===== config.mk =====
export PLATFORM = sky130hd
export DESIGN_NAME = sparse_adder
export DESIGN_NICKNAME = d
export VERILOG_FILES = /design/src/rtl/sparse_adder.sv
export SDC_FILE = /design/constraint.sdc
export NUM_CORES = 1
export LEC_CHECK = 0
export BUFFER_PORTS_ARGS = -buffer_cell sky130_fd_sc_hd__buf_2
export CAP_MARGIN = 30
export CORE_MARGIN = 2
export CORE_UTILIZATION = 45
export DETAILED_ROUTE_END_ITERATION = 8
export MAX_ROUTING_LAYER = met4
export PLACE_DENSITY = 0.74
export SYNTH_ARGS = -nofsm -noshare
export SYNTH_HDL_FRONTEND = slang
export SYNTH_SLANG_ARGS = --single-unit

===== constraint.sdc =====
create_clock -name vclk -period 2.8
set_clock_uncertainty 0.2 [all_clocks]
set_input_delay 0.14 -clock vclk [all_inputs]
set_output_delay 0.14 -clock vclk [all_outputs]
set_load 0.005 [all_outputs]

===== src/rtl/sparse_adder.sv =====
module sparse_adder #(
  parameter int WIDTH      = 64,
  parameter int RADIX      = 2,
  parameter int SPARSE     = 1,
  parameter int REGISTERED = 0
) (
  input  logic             clk,
  input  logic             rst_n,
  input  logic [WIDTH-1:0] a,
  input  logic [WIDTH-1:0] b,
  input  logic             cin,
  output logic [WIDTH-1:0] sum,
  output logic             cout
);

  localparam int NG     = WIDTH / SPARSE;
  localparam int NN     = NG + 1;
  localparam int LOG2N  = $clog2(NN);
  localparam int LEVELS = (RADIX == 4) ? (LOG2N + 1) / 2 : LOG2N;

  logic [NG-1:0]    gg, gp, co0, co1;
  logic [WIDTH-1:0] s0, s1, sum_c;
  logic [NG:0]      tc;
  logic             cout_c;

  genvar k, lv, n, t;

  // Per-group reduction and conditional sums
  for (k = 0; k < NG; k++) begin : grp
    logic [SPARSE-1:0] ga, gb;
    assign ga = a[k*SPARSE +: SPARSE];
    assign gb = b[k*SPARSE +: SPARSE];
    assign {co0[k], s0[k*SPARSE +: SPARSE]} = {1'b0, ga} + {1'b0, gb};
    assign {co1[k], s1[k*SPARSE +: SPARSE]} = {1'b0, ga} + {1'b0, gb} + (SPARSE+1)'(1);
    assign gg[k] = co0[k];
    assign gp[k] = &(ga | gb);
    assign sum_c[k*SPARSE +: SPARSE] = tc[k] ? s1[k*SPARSE +: SPARSE] : s0[k*SPARSE +: SPARSE];

    a_group_chain : assert property (@(posedge clk) disable iff (!rst_n)
      tc[k+1] == (tc[k] ? co1[k] : co0[k]))
      else $error("p_group_chain_r5 group %0d", k);
  end

  // Sparse prefix tree; node 0 carries cin
  for (lv = 0; lv <= LEVELS; lv++) begin : lvl
    logic [NN-1:0] g, p;
    if (lv == 0) begin : base
      assign g = {gg, cin};
      assign p = {gp, 1'b0};
    end else begin : stage
      localparam int D = RADIX ** (lv - 1);
      for (n = 0; n < NN; n++) begin : node
        for (t = 0; t < RADIX; t++) begin : tap
          logic tg, tp;
          if (t == 0) begin : own
            assign tg = lvl[lv-1].g[n];
            assign tp = lvl[lv-1].p[n];
          end else if (n - t*D >= 0) begin : link
            assign tg = tap[t-1].tg | (tap[t-1].tp & lvl[lv-1].g[n - t*D]);
            assign tp = tap[t-1].tp & lvl[lv-1].p[n - t*D];
          end else begin : pass
            assign tg = tap[t-1].tg;
            assign tp = tap[t-1].tp;
          end
        end
        assign g[n] = tap[RADIX-1].tg;
        assign p[n] = tap[RADIX-1].tp;
      end
    end
  end

  assign tc     = lvl[LEVELS].g;
  assign cout_c = tc[NG];

  if (REGISTERED != 0) begin : out_reg
    always_ff @(posedge clk or negedge rst_n) begin
      if (!rst_n) begin
        sum  <= '0;
        cout <= 1'b0;
      end else begin
        sum  <= sum_c;
        cout <= cout_c;
      end
    end
  end else begin : out_comb
    assign sum  = sum_c;
    assign cout = cout_c;
  end

  p_lsb_r1 : assert property (@(posedge clk) disable iff (!rst_n)
    sum_c[0] == (a[0] ^ b[0] ^ cin));

  p_cout_r2 : assert property (@(posedge clk) disable iff (!rst_n)
    cout_c == ((a[WIDTH-1] & b[WIDTH-1]) | ((a[WIDTH-1] ^ b[WIDTH-1]) & ~sum_c[WIDTH-1])));

  p_full_carry_r3 : assert property (@(posedge clk) disable iff (!rst_n)
    (&a && b == '0 && cin) |-> (sum_c == '0 && cout_c));

  p_zero_r7 : assert property (@(posedge clk) disable iff (!rst_n)
    (a == '0 && b == '0 && !cin) |-> (sum_c == '0 && !cout_c));

endmodule


# After elaboration in Yosys (flattened, before gate mapping)
# Cells that the tools add are included.
totals:
  mem_count: 0
  romBits: 0
  latchBits: 0
  in_bits: 131
  regBits: 0
  ram_bits: 0
  elab_cells: 1176
classes:
  n_lt_le_gt_ge: 0
  eq_ne: 0
  bitwise: 984
  reduce_logical: 0
  n_addsub: 128
  mux: 64
  n_shift: 0
  multipliers: 0
  div: 0
op_table:
  columns: ["op", "count"]
  rows:
  - ["$and A1 B1 Y1", 592]
  - ["$or A1 B1 Y1", 392]
  - ["$add A1 B1 Y2", 64]
  - ["$add A1 B1 Y1 const B", 64]
  - ["$mux W1", 64]

# Depth between registers and ports, before layout
# Gate-level depths: netlist (run 1).
logic_depth:
  depth_word: 14
  depth_mapped: 12

# Worst setup path after synthesis (run 1)
# Ideal clock, no wire load.
synth_path:
  path_type: "in2out"
  start: "input port a[12]"
  end: "output port sum[62]"
  path_slack_ns: 0.140
  t_arrival_ns: 2.320
  t_required_ns: 2.460
  n_path_buf: 0
  stages: 12
  path_cell_list: "inv_1 ha_1 nor4_2 nand3_1 a311oi_2 nor4_4 o21ai_2 o31ai_4 o41ai_4 a31oi_4 nor4b_2 a211oi_1"
synth_between:
  elab_chain_len: 11
  elab_cells_between_ends: 18
synth_rtl:
  columns: ["element", "line", "rtl"]
  rows:
  - ["from (decl)", "9", "input logic [WIDTH-1:0] a,"]
  - ["$add A1 B1 Y2 or $or A1 B1 Y1 (tied branches)", null, null]
  - ["$and A1 B1 Y1, on equally long branches", "59, 60", null]
  - ["$or A1 B1 Y1 (tied with other cells) (2 in series)", "59", "assign tg = tap[t-1].tg | (tap[t-1].tp & lvl[lv-1].g[n - t*D]);"]
  - ["$or A1 B1 Y1 or $and A1 B1 Y1 (tied branches)", "59", null]
  - ["$or A1 B1 Y1 *", "59", null]
  - ["$and A1 B1 Y1 *", "59", null]
  - ["$or A1 B1 Y1 *", "59", null]
  - ["$and A1 B1 Y1 *", "59", null]
  - ["$or A1 B1 Y1 *", "59", null]
  - ["$mux W1 *", "37", "assign sum_c[k*SPARSE +: SPARSE] = tc[k] ? s1[k*SPARSE +: SPARSE] : s0[k*SPARSE +: SPARSE];"]
  - ["to (decl)", "12", "output logic [WIDTH-1:0] sum,"]
# Every way passes the cells marked *; elsewhere a longest branch is shown, timed or not.

# Worst setup path after layout (run 1)
layout_path:
  start: "input port a[4]"
  end: "output port sum[63]"
layout_between:
  elab_chain_len: 13
  elab_cells_between_ends: 17
layout_rtl:
  columns: ["element", "line", "rtl"]
  rows:
  - ["$or A1 B1 Y1", "36", "assign gp[k] = &(ga | gb);"]
  - ["$and A1 B1 Y1", "59", null]
  - ["$or A1 B1 Y1", "59", null]
  - ["$and A1 B1 Y1", "59", null]
  - ["$or A1 B1 Y1", "59", null]
  - ["$or A1 B1 Y1 *", "59", null]
  - ["$and A1 B1 Y1 *", "59", null]
  - ["$or A1 B1 Y1 *", "59", null]
  - ["$and A1 B1 Y1 *", "59", null]
  - ["$or A1 B1 Y1 *", "59", null]
  - ["$and A1 B1 Y1 *", "59", null]
  - ["$or A1 B1 Y1 *", "59", null]
  - ["$mux W1 *", "37", null]
# Marked as above.

==> impl_metrics.prom, run 1 <==
# TYPE chip_impl_metric gauge
chip_impl_info{name="status",value="finished with violations"} 1
chip_impl_info{name="violations",value="setup timing"} 1
chip_impl_metric{name="track_usage",unit="%"} 26.8
chip_impl_metric{name="pin_count_of_the_biggest_net_entering_global_routing",unit=""} 7
chip_impl_metric{name="grt_pass1_vias",unit=""} 6698
chip_impl_metric{name="postCtsHoldBufs",unit=""} 0
chip_impl_metric{name="ys.warnings.count",unit=""} 0
chip_impl_metric{name="data_required_time_at_the_worst_endpoint",unit="ns"} 2.46
chip_impl_metric{name="post-route-drc-count",unit=""} 0
chip_impl_metric{name="postSynthAreaPerCell",unit="um^2"} 6.73
chip_impl_metric{name="grt_overflow",unit=""} 0
chip_impl_metric{name="ys_types",unit=""} 66
chip_impl_metric{name="syn-num-nets",unit=""} 1036
chip_impl_metric{name="placed_area",unit="um^2"} 7500
chip_impl_metric{name="portBuffers",unit=""} 194
chip_impl_info{name="layout_commonest_cell",value="sky130_fd_sc_hd__buf_2"} 1
chip_impl_metric{name="ratio_of_routed_vias_to_standard_cells",unit=""} 5.26
chip_impl_metric{name="routed_wire_length_per_instance",unit="um"} 14.7
chip_impl_metric{name="synth.yosys.seq_area_share",unit="%"} 0
chip_impl_metric{name="slew_headroom",unit="%"} 62.5
chip_impl_metric{name="netlist_area",unit="um^2"} 5230
chip_impl_metric{name="hpwl_after_dpl",unit="um"} 13800
chip_impl_metric{name="final.fill_count",unit=""} 734
chip_impl_metric{name="finalWirelength",unit="um"} 19200
chip_impl_metric{name="die_x",unit="um"} 112
chip_impl_metric{name="initialDrtViolationCount",unit=""} 339
chip_impl_metric{name="final_design_area_no_fill",unit="um^2"} 9000
chip_impl_metric{name="worstMarginPinSlew",unit="ns"} 0.558
chip_impl_metric{name="layout_min_cycle_time",unit="ns"} 3.03
chip_impl_metric{name="post-layout-total-power",unit="uW"} 1980
chip_impl_metric{name="first_pass_iters",unit=""} 5
chip_impl_metric{name="cp.arrival",unit="ns"} 2.69
chip_impl_metric{name="synth_cells",unit=""} 776
chip_impl_metric{name="max_cap_viol_count",unit=""} 0
chip_impl_metric{name="die_area",unit="um^2"} 12500
chip_impl_metric{name="timing.final.crit_share",unit="%"} 108
chip_impl_metric{name="path_max_fanout",unit=""} 3
chip_impl_info{name="start_kind",value="primary input"} 1
chip_impl_metric{name="number_of_antenna_violations_at_the_first_check_in_global_routing",unit=""} 2
chip_impl_metric{name="drive_gt1_share",unit="%"} 49.8
chip_impl_metric{name="chipHeight",unit="um"} 112
chip_impl_metric{name="antenna_violating_nets_post_route",unit=""} 0
chip_impl_metric{name="peakVddDrop",unit="uV"} 144
chip_impl_metric{name="clock_buffers",unit=""} 0
chip_impl_metric{name="setup_viol",unit=""} 26
chip_impl_metric{name="timing.final.ws_setup",unit="ns"} -0.228
chip_impl_metric{name="std_cell_rows",unit=""} 39
chip_impl_metric{name="globalplace.congestion",unit=""} 0.935
chip_impl_metric{name="design.seq.count",unit=""} 0
chip_impl_info{name="worstSetupEndpoint",value="sum[63]"} 1
chip_impl_info{name="crit_path_start",value="a[4]"} 1
chip_impl_metric{name="final_hold_viol_count",unit=""} 0
chip_impl_metric{name="area.growth.synth_to_final",unit="%"} 72.2
chip_impl_metric{name="pwr_per_cell_area",unit="nW/um^2"} 220
chip_impl_metric{name="detailroute.via_count",unit=""} 6849
chip_impl_metric{name="initial_core_util",unit="%"} 46.0
chip_impl_metric{name="timing.final.max_slew_violations",unit=""} 0
chip_impl_metric{name="timing.fmax",unit="MHz"} 330
chip_impl_info{name="worstHoldPathType",value="in2out"} 1
chip_impl_metric{name="power_leakage",unit="uW"} 0.00473
chip_impl_metric{name="postLayoutCoreUtil",unit="%"} 79.2
chip_impl_info{name="timing_worst_setup_path_type",value="in2out"} 1
chip_impl_info{name="rsz0062_at_grt",value="true"} 1
chip_impl_metric{name="floorplan.io_pins",unit=""} 196
chip_impl_metric{name="core_region_area",unit="um^2"} 11400
chip_impl_info{name="layout.cells.most_common_list",value="sky130_fd_sc_hd__buf_2, sky130_fd_sc_hd__buf_4, sky130_fd_sc_hd__inv_1"} 1
chip_impl_metric{name="layout.nets",unit=""} 1419
chip_impl_metric{name="grt_pass1_wl",unit="um"} 28200
chip_impl_info{name="critPathCaptureType",value="output pin"} 1
chip_impl_metric{name="regArea",unit="um^2"} 0
==> cells in the mapped netlist (all sizes together) (6+ instances only) <==
cell	number	share of area, %
inv	178	13
ha	128	31
nor2	85	6.1
a21oi	65	6.2
nand2	38	2.7
o21ai	36	3.7
xnor2	31	5.2
xor2	30	5.0
nor2b	17	2.0
nor3	17	1.8
o31ai	16	2.7
o21bai	15	2.2
nand3	14	1.4
nor4	10	1.7
or3	9	1.1
a21boi	7	1.1
a211oi	6	0.96
nand2b	6	0.72
or2	6	0.72
==> through the flow <==
stage | hold WS (ns) | TNS, ns | cells | worst slack, ns
detailed placement | 0.422 | -5.46 | 1263 | -0.419
finish | 0.445 | -3.00 | 1302 | -0.228
CTS | 0.447 | -2.17 | 1289 | -0.210
global placement | 0.430 | -4.42 | 1263 | -0.365
global route | 0.450 | -6.37 | 1302 | -0.340
floorplan | 0.229 | 0 | 776 | 0.140
==> cell families (layout without fill, tap and decap cells) <==
| kind of cell | count (synthesis) | after routing | share of synthesized area, % |
|---|---|---|---|
| other cells | 0 | 2 | 0 |
| xor+xnor | 61 | 61 | 10.2 |
| buf+inv | 178 | 559 | 12.8 |
| fa+ha+maj | 129 | 129 | 31.0 |
| simple gates | 220 | 220 | 21.0 |
| compound gates | 188 | 188 | 24.9 |
==> cell type report <==
cell class         instances  area (um^2)  share of cell area (%)
diodes                     2         5.00                  0.0556
inverters                178          683                    7.59
multi-input cells        598         5540                    61.5
well taps                143          179                    1.99
repair buffers           381         2590                    28.8
==> per-layer routing <==
layer | track usage [%] | part of all wire (%) | up-vias
met5 | - | 0 | -
met1 | 31.4 | 40 | 3161
li1 | - | - | 3361
met3 | 1.96 | 5.2 | 62
met2 | 49.4 | 52 | 265
met4 | 6.75 | 3.2 | 0
==> where the power goes <==
part	internal [uW]	switching, uW
clock	0.0000956	0
sequential	0	0
combinational	1010	968
total	1010	968
==> repair_timing <==
item	CTS	global route
gates resized for setup	138	156
endpoints found under the setup margin	31	41
pin swaps	41	55
buffers inserted	26	13
==> worst min path at each step <==
| stage | startpoint | end | slack, ns | cells past startpoint |
|---|---|---|---|---|
| after floorplan | cin | sum[0] | 0.23 | 1 |
| after global placement | cin | sum[0] | 0.43 | 3 |
| after detailed placement | cin | sum[0] | 0.42 | 3 |
| after CTS | cin | sum[0] | 0.45 | 3 |
| after global routing | cin | sum[0] | 0.45 | 3 |
| final | cin | sum[0] | 0.45 | 3 |
==> critical path: stages <==
cell	delay (ns)
sky130_fd_sc_hd__buf_2	0.09
sky130_fd_sc_hd__inv_1	0.04
sky130_fd_sc_hd__ha_1	0.22
sky130_fd_sc_hd__nor2b_1	0.14
sky130_fd_sc_hd__a2111o_1	0.44
sky130_fd_sc_hd__buf_6	0.15
sky130_fd_sc_hd__a21oi_4	0.17
sky130_fd_sc_hd__o221a_4	0.23
sky130_fd_sc_hd__o21ai_4	0.07
sky130_fd_sc_hd__a211oi_2	0.23
sky130_fd_sc_hd__nor2_2	0.11
sky130_fd_sc_hd__o41ai_2	0.36
sky130_fd_sc_hd__xor2_1	0.17
sky130_fd_sc_hd__buf_2	0.12
No activity file was read; power rests on OpenSTA's default activity.
==> run 2, diff against run 1 <==
--- a/config.mk
+++ b/config.mk
@@ -7,11 +7,13 @@
 export LEC_CHECK = 0
 export BUFFER_PORTS_ARGS = -buffer_cell sky130_fd_sc_hd__buf_2
 export CAP_MARGIN = 30
+export CELL_PAD_IN_SITES_DETAIL_PLACEMENT = 1
+export CELL_PAD_IN_SITES_GLOBAL_PLACEMENT = 1
 export CORE_MARGIN = 2
-export CORE_UTILIZATION = 45
+export CORE_UTILIZATION = 36
 export DETAILED_ROUTE_END_ITERATION = 8
 export MAX_ROUTING_LAYER = met4
-export PLACE_DENSITY = 0.74
+export PLACE_DENSITY_LB_ADDON = 0.1
 export SYNTH_ARGS = -nofsm -noshare
 export SYNTH_HDL_FRONTEND = slang
 export SYNTH_SLANG_ARGS = --single-unit
==> run 2 against run 1 <==
Effect of this change: the run still ends with setup timing left; sequential share of layout area did not move; fmax down 12%; combinational power increased by 19%; via count grew 18%; die area up 24%; setup slack got worse by 0.40 ns; routed wire length increased by 74%; cell count increased by 6.5%; first-iteration DRC count rose by 97%.
==> impl_metrics.prom, run 2 (synthesized netlist as in run 1, its figures left out) <==
# TYPE chip_impl_metric gauge
chip_impl_metric{name="first_pass_iters",unit=""} 5
chip_impl_metric{name="tns",unit="ns"} -11.51
chip_impl_metric{name="drive_gt1_share",unit="%"} 51.7
chip_impl_info{name="rsz0062_at_grt",value="true"} 1
chip_impl_info{name="whs_endpoint",value="sum[0]"} 1
chip_impl_metric{name="antenna_violating_nets_post_route",unit=""} 0
chip_impl_metric{name="power_leakage",unit="uW"} 0.00500
chip_impl_metric{name="layout_min_cycle_time",unit="ns"} 3.43
chip_impl_metric{name="hpwl_after_dpl",unit="um"} 17200
chip_impl_metric{name="pwr_per_cell_area",unit="nW/um^2"} 247
chip_impl_metric{name="regArea",unit="um^2"} 0
chip_impl_metric{name="number_of_antenna_violations_at_the_first_check_in_global_routing",unit=""} 0
chip_impl_metric{name="grt_overflow",unit=""} 0
chip_impl_metric{name="detailroute.via_count",unit=""} 8100
chip_impl_metric{name="peakVddDrop",unit="uV"} 122
chip_impl_metric{name="timing.final.ws_setup",unit="ns"} -0.629
chip_impl_metric{name="postCtsHoldBufs",unit=""} 0
chip_impl_metric{name="data_required_time_at_the_worst_endpoint",unit="ns"} 2.46
chip_impl_metric{name="postLayoutCoreUtil",unit="%"} 66.1
chip_impl_metric{name="ratio_of_routed_vias_to_standard_cells",unit=""} 5.84
chip_impl_info{name="timing_worst_setup_path_type",value="in2out"} 1
chip_impl_metric{name="final_hold_viol_count",unit=""} 0
chip_impl_info{name="violations",value="setup timing"} 1
chip_impl_metric{name="globalplace.congestion",unit=""} 0.889
chip_impl_metric{name="pre_cts_slack",unit="ns"} -0.506
chip_impl_metric{name="path_max_fanout",unit=""} 3
chip_impl_metric{name="chipHeight",unit="um"} 124
chip_impl_metric{name="worst_hold_path.num_cells",unit=""} 3
chip_impl_metric{name="timing.final.crit_share",unit="%"} 122
chip_impl_metric{name="die_x",unit="um"} 124
chip_impl_metric{name="initialDrtViolationCount",unit=""} 668
chip_impl_metric{name="grt_pass1_vias",unit=""} 8034
chip_impl_metric{name="worstMarginPinSlew",unit="ns"} 0.665
chip_impl_metric{name="area.growth.synth_to_final",unit="%"} 81.6
chip_impl_metric{name="antenna_cells",unit=""} 0
chip_impl_info{name="min-delay-start",value="cin"} 1
chip_impl_metric{name="post-route-drc-count",unit=""} 0
chip_impl_metric{name="setup_viol",unit=""} 42
chip_impl_metric{name="routed_wire_length_per_instance",unit="um"} 24.1
chip_impl_info{name="layout.cells.most_common_list",value="sky130_fd_sc_hd__buf_4, sky130_fd_sc_hd__buf_2, sky130_fd_sc_hd__inv_1"} 1
chip_impl_metric{name="slew_headroom",unit="%"} 55.3
chip_impl_metric{name="cp.arrival",unit="ns"} 3.09
chip_impl_metric{name="layout.nets",unit=""} 1465
chip_impl_info{name="layout_commonest_cell",value="sky130_fd_sc_hd__buf_4"} 1
chip_impl_metric{name="final.fill_count",unit=""} 1791
chip_impl_metric{name="track_usage",unit="%"} 31.8
chip_impl_info{name="critPathCaptureType",value="output pin"} 1
chip_impl_info{name="worstHoldPathType",value="in2out"} 1
chip_impl_metric{name="grt_pass1_wl",unit="um"} 40400
chip_impl_metric{name="timing.fmax",unit="MHz"} 292
chip_impl_info{name="status",value="finished with violations"} 1
chip_impl_metric{name="max_cap_viol_count",unit=""} 0
chip_impl_metric{name="finalWirelength",unit="um"} 33400
chip_impl_metric{name="die_area",unit="um^2"} 15500
chip_impl_metric{name="floorplan.io_pins",unit=""} 196
chip_impl_metric{name="hold_slack",unit="ns"} 0.457
chip_impl_info{name="start_kind",value="primary input"} 1
chip_impl_metric{name="clock_buffers",unit=""} 0
chip_impl_metric{name="timing.final.max_slew_violations",unit=""} 0
chip_impl_metric{name="portBuffers",unit=""} 194
chip_impl_metric{name="std_cell_rows",unit=""} 44
chip_impl_metric{name="pin_count_of_the_biggest_net_entering_global_routing",unit=""} 7
chip_impl_metric{name="design.seq.count",unit=""} 0
chip_impl_metric{name="core_region_area",unit="um^2"} 14400
chip_impl_metric{name="post-layout-total-power",unit="uW"} 2350
chip_impl_metric{name="initial_core_util",unit="%"} 36.4
[run 2: critical path, stage by stage]
cell	delay, ns
sky130_fd_sc_hd__buf_2	0.11
sky130_fd_sc_hd__inv_1	0.09
sky130_fd_sc_hd__ha_4	0.20
sky130_fd_sc_hd__or2_2	0.32
sky130_fd_sc_hd__o2111ai_1	0.22
sky130_fd_sc_hd__a311oi_1	0.13
sky130_fd_sc_hd__buf_4	0.17
sky130_fd_sc_hd__o22ai_1	0.45
sky130_fd_sc_hd__o31ai_4	0.13
sky130_fd_sc_hd__o41ai_4	0.27
sky130_fd_sc_hd__buf_4	0.21
sky130_fd_sc_hd__buf_4	0.11
sky130_fd_sc_hd__buf_6	0.09
sky130_fd_sc_hd__a21boi_2	0.06
sky130_fd_sc_hd__xnor2_1	0.20
sky130_fd_sc_hd__buf_2	0.18
[run 2: power breakdown]
part | switching, uW | internal [uW] | leakage [uW]
registers | 0 | 0 | 0
logic | 1230 | 1110 | 0.00500
clock network | 0 | 0 | 0
[run 2: worst max-delay path by stage]
stage               start  endpoint  slack (ns)
detailed placement  a[15]   sum[62]       -0.51
floorplan           a[12]   sum[62]        0.14
CTS                 b[16]   sum[62]       -0.21
finish              b[27]   sum[58]       -0.63
global route        b[26]   sum[58]       -0.67
global placement    a[15]   sum[62]       -0.44
[run 2: area by class of cell]
cell class / count / area, um^2 / area share (%)
repair buffers: 427 / 2980 / 31.4
multi-input cells: 598 / 5590 / 58.9
inverters: 178 / 686 / 7.22
well taps: 184 / 230 / 2.43
[run 2: stage by stage]
stage / cell area (um^2) / instances
2_1_floorplan: 5230 / 776
3_3_place_gp: 7750 / 1330
3_5_place_dp: 7750 / 1330
4_1_cts: 8860 / 1364
5_1_grt: 9490 / 1387
6_report: 9490 / 1387
[run 2: metal layers]
layer / track usage (%) / up-vias / part of all wire, %
li1: - / 3436 / -
met3: 2.10 / 206 / 7.1
met2: 60.7 / 570 / 50
met5: - / - / 0
met1: 35.1 / 3888 / 36
met4: 10.1 / 0 / 7.2
[run 2: timing repair]
action                     CTS  global route
pin swaps                   87            66
setup endpoints to repair   34            45
setup buffers               38            33
resized for setup          209           113
hold endpoints to repair     0             0
==> run 3, diff against run 2 <==
--- a/config.mk
+++ b/config.mk
@@ -5,6 +5,7 @@
 export SDC_FILE = /design/constraint.sdc
 export NUM_CORES = 1
 export LEC_CHECK = 0
+export ABC_AREA = 1
 export BUFFER_PORTS_ARGS = -buffer_cell sky130_fd_sc_hd__buf_2
 export CAP_MARGIN = 30
 export CELL_PAD_IN_SITES_DETAIL_PLACEMENT = 1
==> run 3 against run 2 <==
Effect of this change: the flow now finishes without violations; clock-buffer cell count unchanged; die area up 43%; first-iteration DRC count down 40%; cell count up 44%; sequential cell count unchanged; utilization down 23 points; power down 20%; combinational power down 20%; critical path type unchanged; critical endpoint is now sum[57]; largest power group unchanged; highest routed layer unchanged.
==> impl_metrics.prom, run 3 <==
# TYPE chip_impl_metric gauge
chip_impl_metric{name="worst_hold_path.num_cells",unit=""} 3
chip_impl_metric{name="initialDrtViolationCount",unit=""} 404
chip_impl_metric{name="ratio_of_routed_vias_to_standard_cells",unit=""} 4.62
chip_impl_info{name="critPathCaptureType",value="output pin"} 1
chip_impl_metric{name="drive_gt1_share",unit="%"} 17.0
chip_impl_metric{name="timing.final.max_slew_violations",unit=""} 0
chip_impl_metric{name="antenna_violating_nets_post_route",unit=""} 0
chip_impl_metric{name="portBuffers",unit=""} 194
chip_impl_info{name="netlist_top_cells_area",value="sky130_fd_sc_hd__nand2_1, sky130_fd_sc_hd__inv_1, sky130_fd_sc_hd__ha_1, sky130_fd_sc_hd__nor2_1, sky130_fd_sc_hd__a21oi_1"} 1
chip_impl_metric{name="final_design_area_no_fill",unit="um^2"} 8900
chip_impl_info{name="worstPathCellList",value="buf_2 > fa_1 > nand2_1 > nand2_1 > nand3_1 > nand2_2 > nand2_1 > nand2_1 > nand2_1 > nand3_1 > nand2_1 > nand2_1 > nand2_1 > nand2_1 > buf_2"} 1
chip_impl_metric{name="syn-num-nets",unit=""} 1792
chip_impl_metric{name="globalplace.congestion",unit=""} 0.947
chip_impl_metric{name="routed_wire_length_per_instance",unit="um"} 15.1
chip_impl_metric{name="initial_core_util",unit="%"} 36.4
chip_impl_metric{name="synth.yosys.seq_area_share",unit="%"} 0
chip_impl_metric{name="data_required_time_at_the_worst_endpoint",unit="ns"} 2.46
chip_impl_info{name="start_kind",value="primary input"} 1
chip_impl_metric{name="detailroute.via_count",unit=""} 9245
chip_impl_info{name="synth_area_leader_cell",value="sky130_fd_sc_hd__nand2_1"} 1
chip_impl_metric{name="final.fill_count",unit=""} 3239
chip_impl_metric{name="floorplan.io_pins",unit=""} 196
chip_impl_info{name="cpMostUsedCell",value="sky130_fd_sc_hd__nand2_1"} 1
chip_impl_metric{name="core_region_area",unit="um^2"} 20800
chip_impl_metric{name="post-route-drc-count",unit=""} 0
chip_impl_metric{name="peakVddDrop",unit="uV"} 67.8
chip_impl_metric{name="first_pass_iters",unit=""} 6
chip_impl_metric{name="track_usage",unit="%"} 27.6
chip_impl_metric{name="layout_min_cycle_time",unit="ns"} 2.50
chip_impl_metric{name="post-layout-total-power",unit="uW"} 1870
chip_impl_metric{name="die_area",unit="um^2"} 22200
chip_impl_metric{name="cts_post_setup_buffers_inserted",unit=""} 0
chip_impl_info{name="critical-path-slowest-cell",value="sky130_fd_sc_hd__fa_1"} 1
chip_impl_info{name="whs_endpoint",value="sum[0]"} 1
chip_impl_metric{name="worstMarginPinSlew",unit="ns"} 0.542
chip_impl_metric{name="synth_cells",unit=""} 1532
chip_impl_info{name="layout_commonest_cell",value="sky130_fd_sc_hd__nand2_1"} 1
chip_impl_info{name="synth.most_common_cell",value="sky130_fd_sc_hd__nand2_1"} 1
chip_impl_metric{name="grt_pass1_wl",unit="um"} 46400
chip_impl_metric{name="ys_types",unit=""} 26
chip_impl_info{name="status",value="finished, final reports clean"} 1
chip_impl_metric{name="timing.final.crit_share",unit="%"} 89.2
chip_impl_metric{name="grt_pass1_vias",unit=""} 8998
chip_impl_info{name="layout.cells.most_common_list",value="sky130_fd_sc_hd__nand2_1, sky130_fd_sc_hd__inv_1, sky130_fd_sc_hd__buf_2"} 1
chip_impl_metric{name="layout.nets",unit=""} 1989
chip_impl_metric{name="postSynthAreaPerCell",unit="um^2"} 4.95
chip_impl_info{name="synthTopCellsByCount",value="sky130_fd_sc_hd__nand2_1, sky130_fd_sc_hd__inv_1, sky130_fd_sc_hd__ha_1, sky130_fd_sc_hd__nor2_1, sky130_fd_sc_hd__a21oi_1"} 1
chip_impl_metric{name="finalWirelength",unit="um"} 30300
chip_impl_metric{name="tns",unit="ns"} 0
chip_impl_metric{name="yosys.area.top_type_share",unit="%"} 27.4
chip_impl_metric{name="area.growth.synth_to_final",unit="%"} 17.5
chip_impl_metric{name="chipHeight",unit="um"} 149
chip_impl_metric{name="final_hold_viol_count",unit=""} 0
chip_impl_metric{name="ys.warnings.count",unit=""} 0
chip_impl_metric{name="clock_buffers",unit=""} 0
chip_impl_metric{name="placed_area",unit="um^2"} 8900
chip_impl_metric{name="regArea",unit="um^2"} 0
chip_impl_metric{name="postCtsHoldBufs",unit=""} 0
chip_impl_metric{name="slew_headroom",unit="%"} 63.5
chip_impl_info{name="timing_worst_setup_path_type",value="in2out"} 1
chip_impl_metric{name="die_x",unit="um"} 149
chip_impl_metric{name="netlist_area",unit="um^2"} 7580
chip_impl_info{name="min-delay-start",value="cin"} 1
chip_impl_metric{name="timing.fmax",unit="MHz"} 401
chip_impl_metric{name="power_leakage",unit="uW"} 0.00634
chip_impl_metric{name="pwr_per_cell_area",unit="nW/um^2"} 210
chip_impl_metric{name="setup_viol",unit=""} 0
chip_impl_metric{name="design.seq.count",unit=""} 0
chip_impl_metric{name="max_cap_viol_count",unit=""} 0
chip_impl_info{name="worstHoldPathType",value="in2out"} 1
chip_impl_info{name="rsz0062_at_grt",value="false"} 1
chip_impl_metric{name="hold_slack",unit="ns"} 0.423
chip_impl_metric{name="cp.arrival",unit="ns"} 2.16
chip_impl_metric{name="number_of_antenna_violations_at_the_first_check_in_global_routing",unit=""} 1
chip_impl_metric{name="grt_overflow",unit=""} 0
chip_impl_metric{name="post_cts_resized",unit=""} 0
chip_impl_metric{name="path_max_fanout",unit=""} 4
chip_impl_metric{name="pin_count_of_the_biggest_net_entering_global_routing",unit=""} 6
chip_impl_metric{name="hpwl_after_dpl",unit="um"} 28500
chip_impl_metric{name="max_stage_delay",unit="ns"} 0.45
chip_impl_metric{name="std_cell_rows",unit=""} 53
[run 3: changes by cell type in the layout (fill, tap and decap cells not counted), sizes merged, moves of 7 or more]
cell | before | now
nand2 | 38 | 576
nand4 | 5 | 15
nor3 | 17 | 8
o21bai | 15 | 5
nand3 | 14 | 54
nor2b | 17 | 0
a21boi | 7 | 0
o21ai | 36 | 23
buf | 427 | 195
or3 | 9 | 0
o31ai | 16 | 0
nor2 | 85 | 138
inv | 178 | 473
xnor2 | 31 | 0
[run 3: worst max path at each step]
stage                     from  endpoint  slack (ns)  cells after the start
final                     a[0]   sum[57]        0.30                     15
after global routing      a[0]   sum[57]        0.15                     15
after CTS                 a[0]   sum[57]        0.32                     15
after detailed placement  a[0]   sum[57]        0.32                     15
after global placement    a[0]   sum[57]        0.37                     15
after floorplan           a[0]   sum[57]        1.04                     13
[run 3: final cells by class]
| cell class | count | area, um^2 | area share [%] |
|---|---|---|---|
| Multi-Input combinational cell | 1054 | 5780 | 65.0 |
| Inverter | 478 | 1790 | 20.2 |
| Timing Repair Buffer | 195 | 978 | 11.0 |
| Tap cell | 275 | 344 | 3.87 |
| Antenna cell | 1 | 2.50 | 0.0281 |
[run 3: cells by family after synthesis]
| group | count (synthesis) | synth area share (%) |
|---|---|---|
| AND/OR/NAND/NOR | 800 | 44.9 |
| buffers and inverters | 478 | 23.7 |
| adder cells (fa/ha/maj) | 129 | 21.4 |
| AO/OA/AOI/OAI | 94 | 6.42 |
| XOR/XNOR | 31 | 3.58 |
[run 3: per-layer routing]
| metal | wire [um] | part of all wire, % | global-route usage [%] | vias up |
|---|---|---|---|---|
| li1 | - | - | - | 4793 |
| met5 | 0 | 0 | - | - |
| met4 | 178 | 0.59 | 1.29 | 0 |
| met1 | 15500 | 51 | 39.9 | 4294 |
| met2 | 13400 | 44 | 45.0 | 152 |
| met3 | 1220 | 4.0 | 1.28 | 6 |
[run 3: worst max-delay path: cells and delay by family]
kind	cells	cell delay, ns
fa+ha+maj	1	0.45
buf+inv	2	0.24
simple gates	12	1.30
[run 3: through the flow]
stage / utilization [%] / setup slack (ns) / instances
after floorplan: - / 1.04 / 1532
after global placement: 42.7 / 0.370 / 2002
after detailed placement: 42.7 / 0.321 / 2002
after CTS: 42.7 / 0.324 / 2002
after global routing: 42.8 / 0.153 / 2003
final: 42.8 / 0.304 / 2003
[run 3: power breakdown]
group          internal (uW)  switching, uW
combinational            670           1200
sequential                 0              0
clock              0.0000477              0
total                    670           1200
